===== src/rtl/led_scan_pkg.sv =====
package led_scan_pkg;

   localparam int unsigned NIB_W = 4;
   localparam int unsigned SEG_W = 8;

   typedef enum logic [1:0] {
      DM_HEX   = 2'd0,
      DM_RAW   = 2'd1,
      DM_GLYPH = 2'd2
   } dec_mode_t;

   // seven-segment numerals and letters, bit 0 = a ... bit 6 = g
   function automatic logic [6:0] hex_glyph(input logic [NIB_W-1:0] v);
      logic [6:0] s;
      unique case (v)
         4'h0: s = 7'h3F;
         4'h1: s = 7'h06;
         4'h2: s = 7'h5B;
         4'h3: s = 7'h4F;
         4'h4: s = 7'h66;
         4'h5: s = 7'h6D;
         4'h6: s = 7'h7D;
         4'h7: s = 7'h07;
         4'h8: s = 7'h7F;
         4'h9: s = 7'h6F;
         4'hA: s = 7'h77;
         4'hB: s = 7'h7C;
         4'hC: s = 7'h39;
         4'hD: s = 7'h5E;
         4'hE: s = 7'h79;
         default: s = 7'h71;
      endcase
      return s;
   endfunction

   // letters and symbols: blank c H h J L n o P r U u y - = degree
   function automatic logic [6:0] alt_glyph(input logic [NIB_W-1:0] v);
      logic [6:0] s;
      unique case (v)
         4'h0: s = 7'h00;
         4'h1: s = 7'h58;
         4'h2: s = 7'h76;
         4'h3: s = 7'h74;
         4'h4: s = 7'h1E;
         4'h5: s = 7'h38;
         4'h6: s = 7'h54;
         4'h7: s = 7'h5C;
         4'h8: s = 7'h73;
         4'h9: s = 7'h50;
         4'hA: s = 7'h3E;
         4'hB: s = 7'h1C;
         4'hC: s = 7'h6E;
         4'hD: s = 7'h40;
         4'hE: s = 7'h48;
         default: s = 7'h63;
      endcase
      return s;
   endfunction

endpackage


===== src/rtl/lsc_decode.sv =====
module lsc_decode
   import led_scan_pkg::*;
(
   input  logic [NIB_W-1:0] nib_i,
   input  dec_mode_t        mode_i,
   input  logic             dp_i,
   output logic [SEG_W-1:0] seg_o
);

   always_comb begin
      unique case (mode_i)
         DM_HEX:   seg_o[6:0] = hex_glyph(nib_i);
         DM_RAW:   seg_o[6:0] = {3'b000, nib_i};
         default:  seg_o[6:0] = alt_glyph(nib_i);
      endcase
      seg_o[7] = dp_i;
   end

endmodule


===== src/rtl/lsc_timer.sv =====
module lsc_timer #(
   parameter int unsigned SLOT_CYC  = 40,
   parameter int unsigned BLANK_CYC = 12,
   parameter int unsigned BANKS     = 5
) (
   input  logic                        clk,
   input  logic                        rst_n,
   input  logic                        load_i,
   input  logic                        run_i,
   output logic [$clog2(BANKS)-1:0]    idx_o,
   output logic [$clog2(SLOT_CYC)-1:0] phase_o,
   output logic                        blank_o
);

   localparam int unsigned IDX_W = $clog2(BANKS);
   localparam int unsigned PH_W  = $clog2(SLOT_CYC);
   localparam int unsigned BLK_W = $clog2(BLANK_CYC + 1);
   localparam logic [PH_W-1:0]  LAST_PH  = PH_W'(SLOT_CYC - 1);
   localparam logic [IDX_W-1:0] LAST_IDX = IDX_W'(BANKS - 1);

   logic [BLK_W-1:0] blank_q;
   logic [IDX_W-1:0] idx_q;
   logic [PH_W-1:0]  ph_q;

   always_ff @(posedge clk or negedge rst_n) begin
      if (!rst_n) begin
         blank_q <= '0;
         idx_q   <= '0;
         ph_q    <= '0;
      end else if (load_i) begin
         blank_q <= BLK_W'(BLANK_CYC);
         idx_q   <= '0;
         ph_q    <= '0;
      end else if (blank_q != '0) begin
         blank_q <= blank_q - 1'b1;
      end else if (!run_i) begin
         idx_q <= '0;
         ph_q  <= '0;
      end else if (ph_q == LAST_PH) begin
         ph_q  <= '0;
         idx_q <= (idx_q == LAST_IDX) ? '0 : idx_q + 1'b1;
      end else begin
         ph_q <= ph_q + 1'b1;
      end
   end

   assign idx_o   = idx_q;
   assign phase_o = ph_q;
   assign blank_o = (blank_q != '0);

   // a slot ends after its last phase and hands over to the next bank in order
   p_slot_wrap_r1: assert property (@(posedge clk) disable iff (!rst_n)
      (!load_i && blank_q == '0 && run_i && ph_q == LAST_PH) |=>
         (ph_q == '0 && idx_q == (($past(idx_q) == LAST_IDX) ? IDX_W'(0)
                                                             : IDX_W'($past(idx_q) + 1'b1))));

   // with the run bit low the scan is parked at slot 0, phase 0
   p_sleep_park_r10: assert property (@(posedge clk) disable iff (!rst_n)
      (!load_i && blank_q == '0 && !run_i) |=> (ph_q == '0 && idx_q == '0));

endmodule


===== src/rtl/led_scan_ctrl.sv =====
module led_scan_ctrl
   import led_scan_pkg::*;
#(
   parameter int unsigned CLK_HZ     = 200_000,
   parameter int unsigned REFRESH_HZ = 1_000,
   parameter int unsigned GAP_CYC    = 2,
   parameter int unsigned BLANK_CYC  = 12
) (
   input  logic        clk,
   input  logic        rst_n,
   input  logic [23:0] disp_word,
   input  logic [7:0]  cfg_word,
   input  logic        load,
   output logic [7:0]  seg_o,
   output logic [4:0]  bank_o,
   output logic        bright_o
);

   localparam int unsigned BANKS    = 5;
   localparam int unsigned SLOT_CYC = CLK_HZ / (REFRESH_HZ * BANKS);
   localparam int unsigned ON_CYC   = SLOT_CYC - GAP_CYC;
   localparam int unsigned HALF_CYC = ON_CYC / 2;
   localparam int unsigned IDX_W    = $clog2(BANKS);
   localparam int unsigned PH_W     = $clog2(SLOT_CYC);
   localparam int unsigned GRP_SPLIT = 3;   // slots below this use group bit 6

   if (SLOT_CYC < 4) begin : g_bad_slot
      $error("slot length below 4 cycles: raise CLK_HZ or lower REFRESH_HZ");
   end
   if (GAP_CYC < 1 || 2 * GAP_CYC >= SLOT_CYC) begin : g_bad_gap
      $error("GAP_CYC must be at least 1 and under half a slot");
   end
   if (BLANK_CYC < 1) begin : g_bad_blank
      $error("BLANK_CYC must be at least 1");
   end

   logic [IDX_W-1:0] idx;
   logic [PH_W-1:0]  phase;
   logic             blanking;
   logic             run;
   logic [2:0]       dp_code;

   assign run     = cfg_word[0];
   assign dp_code = disp_word[22:20];

   lsc_timer #(
      .SLOT_CYC (SLOT_CYC),
      .BLANK_CYC(BLANK_CYC),
      .BANKS    (BANKS)
   ) u_timer (
      .clk    (clk),
      .rst_n  (rst_n),
      .load_i (load),
      .run_i  (run),
      .idx_o  (idx),
      .phase_o(phase),
      .blank_o(blanking)
   );

   dec_mode_t        mode_b [BANKS];
   logic [SEG_W-1:0] seg_b  [BANKS];

   for (genvar k = 0; k < BANKS; k++) begin : g_bank
      logic grp_bit;
      logic dp_hit;

      assign grp_bit = (k < GRP_SPLIT) ? cfg_word[6] : cfg_word[7];

      always_comb begin
         if (!cfg_word[k+1])  mode_b[k] = DM_HEX;
         else if (grp_bit)    mode_b[k] = DM_GLYPH;
         else                 mode_b[k] = DM_RAW;
      end

      always_comb begin
         dp_hit = (dp_code == 3'(k + 1)) || (dp_code == 3'd7) ||
                  ((dp_code == 3'd6) && (k < 2));
      end

      lsc_decode u_dec (
         .nib_i (disp_word[NIB_W*k +: NIB_W]),
         .mode_i(mode_b[k]),
         .dp_i  (dp_hit),
         .seg_o (seg_b[k])
      );
   end

   logic bank_on;
   logic seg_gate;
   logic [SEG_W-1:0] seg_pick;

   always_comb begin
      bank_on  = run && !blanking && (phase >= PH_W'(GAP_CYC));
      seg_gate = bank_on && (disp_word[23] || (phase < PH_W'(GAP_CYC + HALF_CYC)));
      seg_pick = (idx < IDX_W'(BANKS)) ? seg_b[idx] : '0;
   end

   assign bank_o   = bank_on ? (BANKS'(1) << idx) : '0;
   assign seg_o    = seg_gate ? seg_pick : '0;
   assign bright_o = disp_word[23];

   // never more than one bank enabled
   p_one_bank_r1: assert property (@(posedge clk) disable iff (!rst_n)
      $onehot0(bank_o));

   // segment drive only while some bank sinks it
   p_seg_needs_bank_r12: assert property (@(posedge clk) disable iff (!rst_n)
      (seg_o != '0) |-> (bank_o != '0));

   // the cycle after a load is dark
   p_load_dark_r11: assert property (@(posedge clk) disable iff (!rst_n)
      load |=> (bank_o == '0));

   // raw-mode slots never light e, f or g
   p_raw_efg_r6: assert property (@(posedge clk) disable iff (!rst_n)
      (bank_o != '0 && mode_b[idx] == DM_RAW) |-> (seg_o[6:4] == 3'b000));

endmodule


===== config.mk =====
export PLATFORM = sky130hd
export DESIGN_NAME = led_scan_ctrl
export DESIGN_NICKNAME = d
export VERILOG_FILES = /design/src/rtl/led_scan_pkg.sv /design/src/rtl/lsc_decode.sv /design/src/rtl/lsc_timer.sv /design/src/rtl/led_scan_ctrl.sv
export SDC_FILE = /design/constraint.sdc
export NUM_CORES = 1
export LEC_CHECK = 0
export ABC_CLOCK_PERIOD_IN_PS = 2200
export BUFFER_PORTS_ARGS = -buffer_cell sky130_fd_sc_hd__buf_2
export CAP_MARGIN = 20
export CORE_ASPECT_RATIO = 0.6
export CORE_MARGIN = 2
export CORE_UTILIZATION = 55
export CTS_CLUSTER_SIZE = 25
export DETAILED_ROUTE_END_ITERATION = 10
export GPL_ROUTABILITY_DRIVEN = 1
export PLACE_DENSITY = 0.79
export REMOVE_ABC_BUFFERS = 1
export SETUP_SLACK_MARGIN = 0.1
export SKIP_LAST_GASP = 1
export SLEW_MARGIN = 20
export SYNTH_ARGS = -nofsm -noshare
export SYNTH_HDL_FRONTEND = slang
export SYNTH_SLANG_ARGS = --single-unit

===== constraint.sdc =====
create_clock -name clk -period 2.2 [get_ports clk]
set_input_delay 0.22 -clock clk [delete_from_list [all_inputs] [get_ports clk]]
set_output_delay 0.22 -clock clk [all_outputs]
set_load 0.005 [all_outputs]

==> results.py <==
metrics = {
    "sta": {
        "fin_worst_skew_ps": 2.711,
        "setup_violations": 5,
        "slew_violations": 0,
        "finalHoldViolCount": 0,
        "period_share": 1.086,
        "holdWs_ps": 288.5,
        "worst_slack_ps": -188.8,
        "max_slew.worst_pin.slew_ps": 552.7,
        "maxSlewHeadroom": 0.6291,
        "fin_setup_tns_ps": -431.8,
        "max_freq_mhz": 418.6,
        "fin_crit_ps": 2389,
        "grt_setup_unrepaired": "yes",
    },
    "power": {
        "power.switching_uw": 541.7,
        "p_leak_nw": 1.994,
        "max-vdd-ir-drop_mv": 0.3141,
        "switching_share": 0.4381,
        "pwr-share-comb": 0.604,
        "power_frac_seq": 0.218,
        "powerDensity_mw_per_mm2": 275.3,
        "clockPowerShare": 0.178,
        "p_int_uw": 694.7,
    },
    "synth": {
        "synth-seq-cells": 13,
        "synth_warnings": 0,
        "synth_top_area_cell": "ha_1",
        "syn_inst": 529,
        "synth_area_mm2": 0.003689,
        "ys.flop_type": "dfrtp_1",
        "synth_area_per_cell_um2": 6.973,
        "synthArstFlopShare": 1.000,
        "synth_cell_types": 63,
        "synth_common_cells": "a21oi_1, ha_1, nor2_1, o21ai_0, nand2_1",
        "synth_most_common_cell": "a21oi_1",
        "synth-edff-count": 0,
        "synthTopCellsByArea": "ha_1, dfrtp_1, a21oi_1",
        "synth.top_cell.area_share": 0.1696,
        "synth_seq_area_share": 0.08820,
    },
    "routing": {
        "wire_per_inst_um": 16.75,
        "via_count": 4356,
        "drt.antenna.violating_nets": 0,
        "firstDrtPassIters": 5,
        "drt-initial-drc-count": 427,
        "avgViaCountPerCell": 6.304,
        "wl_um": 11570,
        "drc": 0,
    },
    "setup_path": {
        "crit_required_ps": 1980,
        "cp_max_fo": 3,
        "slowest_delay_ps": 500,
        "worst_setup_path_end_kind": "output pin",
        "crit_start": "u_timer.phase_o[0]",
        "r2r-start": "u_timer.blank_q[1]",
        "cp-start-kind": "flip-flop",
        "crit_slowest_cell": "or4b_4",
        "critPathKind": "reg2out",
        "arrival_ps": 2170,
        "crit_chain": "inv_2 > ha_1 > nor4_1 > nand2_1 > nand3_4 > a211o_1 > or4b_4 > o31ai_1 > buf_2",
    },
    "floorplan": {
        "die-width_um": 109.7,
        "core-area_mm2": 0.006590,
        "pin_count": 49,
        "die_area_mm2": 0.007399,
        "initial_core_util": 0.5597,
        "rows": 23,
        "fp.dieH_um": 67.44,
    },
    "finish": {
        "area_delta_synth_final_pct": 21.74,
        "layout.nets": 690,
        "utilization": 0.6814,
        "seqCellArea_um2": 325.3,
        "final_cells": 691,
        "nFillCells": 575,
        "drive_gt1_frac": 0.2500,
        "multiInputGateArea_mm2": 0.003124,
        "fin_area_mm2": 0.004491,
        "diodes": 0,
    },
    "clocking": {
        "clk_pin_slew_ps": 60,
        "cts-root-buf": "clkbuf_8",
        "cts_tree": "built",
        "h-tree-depth": 1,
        "cts_buffers": 3,
        "clock_sinks": 13,
        "clk_latency_ps": 250,
        "cts_max_path_buffers": 2,
    },
    "global_route": {
        "antenna_found_initial": 0,
        "grt_pass1_vias": 3814,
        "grt_usage": 0.3101,
        "gr-total-overflow": 0,
        "grt_max_degree": 27,
        "grt_pass1_wl_um": 18500,
    },
    "status": {
        "violations": "setup timing",
        "status": "finished with violations",
    },
    "min_path": {
        "worstHoldPathType": "in2reg",
        "min_from": "load",
    },
    "placed_design": {
        "dpl.hpwl_um": 8795,
        "gp_congestion": 0.9720,
        "placedCellCount": 683,
        "portBuffers": 48,
        "dpl_cell_area_mm2": 0.004329,
    },
    "job": {
        "max-cap-violations": 0,
    },
}
[path summary, 6_finish.rpt]
check	endpoint	slack (ps)	depth (start not counted)
min reg2reg	u_timer.blank_q[3]	550	1
max in group asynchronous	u_timer.blank_q[2]	1570	2
max	seg_o[3]	-190	9
min in group asynchronous	u_timer.phase_o[2]	390	2
min	u_timer.phase_o[1]	290	2
max reg2reg	u_timer.phase_o[5]	500	7
[state kept, by name, indices dropped and copies added, names as in the netlist]
name / flops
u_timer.phase_o: 6
u_timer.idx_o: 3
u_timer.blank_q: 4
[power by group through the flow]
stage               registers, mW  clock network (mW)  logic, mW
floorplan                   0.279                   0      0.355
global placement            0.272                   0      0.676
detailed placement          0.273                   0      0.700
CTS                         0.270               0.221      0.720
global route                0.272               0.233      0.815
finish                      0.270               0.220      0.746
[per-stage QoR]
| stage | power (mW) | setup slack, ps |
|---|---|---|
| finish | 1.236 | -188.8 |
| global route | 1.320 | -302.0 |
| CTS | 1.211 | -179.4 |
| detailed placement | 0.9731 | -128.0 |
| global placement | 0.9482 | -1.958 |
| floorplan | 0.6341 | 8.529 |
[layer usage]
metal  global-route usage  up-vias  routed length, um
met4              0.05222        0                 98
li1                     -     2105                  -
met5                    0        -                  0
met1               0.4637     2008               5209
met3              0.03958       12               1156
met2               0.4799      231               5109
[kinds of logic after synthesis]
group | count (synthesis) | synth area share
flip-flops | 13 | 0.08819
multiplexers | 27 | 0.07429
AND/OR/NAND/NOR | 165 | 0.2259
AO/OA/AOI/OAI | 193 | 0.3467
buffers and inverters | 77 | 0.08582
adder cells (fa/ha/maj) | 50 | 0.1696
XOR/XNOR | 4 | 0.009500
[critical path, delay by kind of cell (launching register included)]
family	cells	cell delay, ps
fa+ha+maj	1	160
compound gates	2	400
flops	1	380
simple gates	4	740
buf+inv	2	230
[layout make-up]
type,count,share of cell area
multi-input cells,439,0.6957
repair buffers,118,0.1725
flip-flops and latches,13,0.07244
inverters,30,0.02508
well taps,87,0.02424
clock buffers,4,0.01003
[cell usage in the layout, fill, tap and decap left out, types with 6 or more instances in the layout]
cell type,instances
buf_4,69
a21oi_1,48
ha_1,48
buf_2,47
nor2_1,45
o21ai_0,37
nand2_1,34
inv_1,24
mux2i_1,24
a211oi_1,24
nor2b_1,19
nand3_1,17
dfrtp_1,13
o211ai_1,9
nand2b_1,9
a31oi_1,8
a311oi_1,7
nand4_1,7
nor3_1,7
o31ai_1,6
[timing repair]
action                                 4_1_cts  5_1_grt
endpoints found under the hold margin       13        0
hold buffers                                 1        0
setup endpoints to repair                    8       11
pin swaps                                    7        0
gates resized for setup                     20        7
buffers inserted                             3        0
Power figures use the tool's default switching activity.
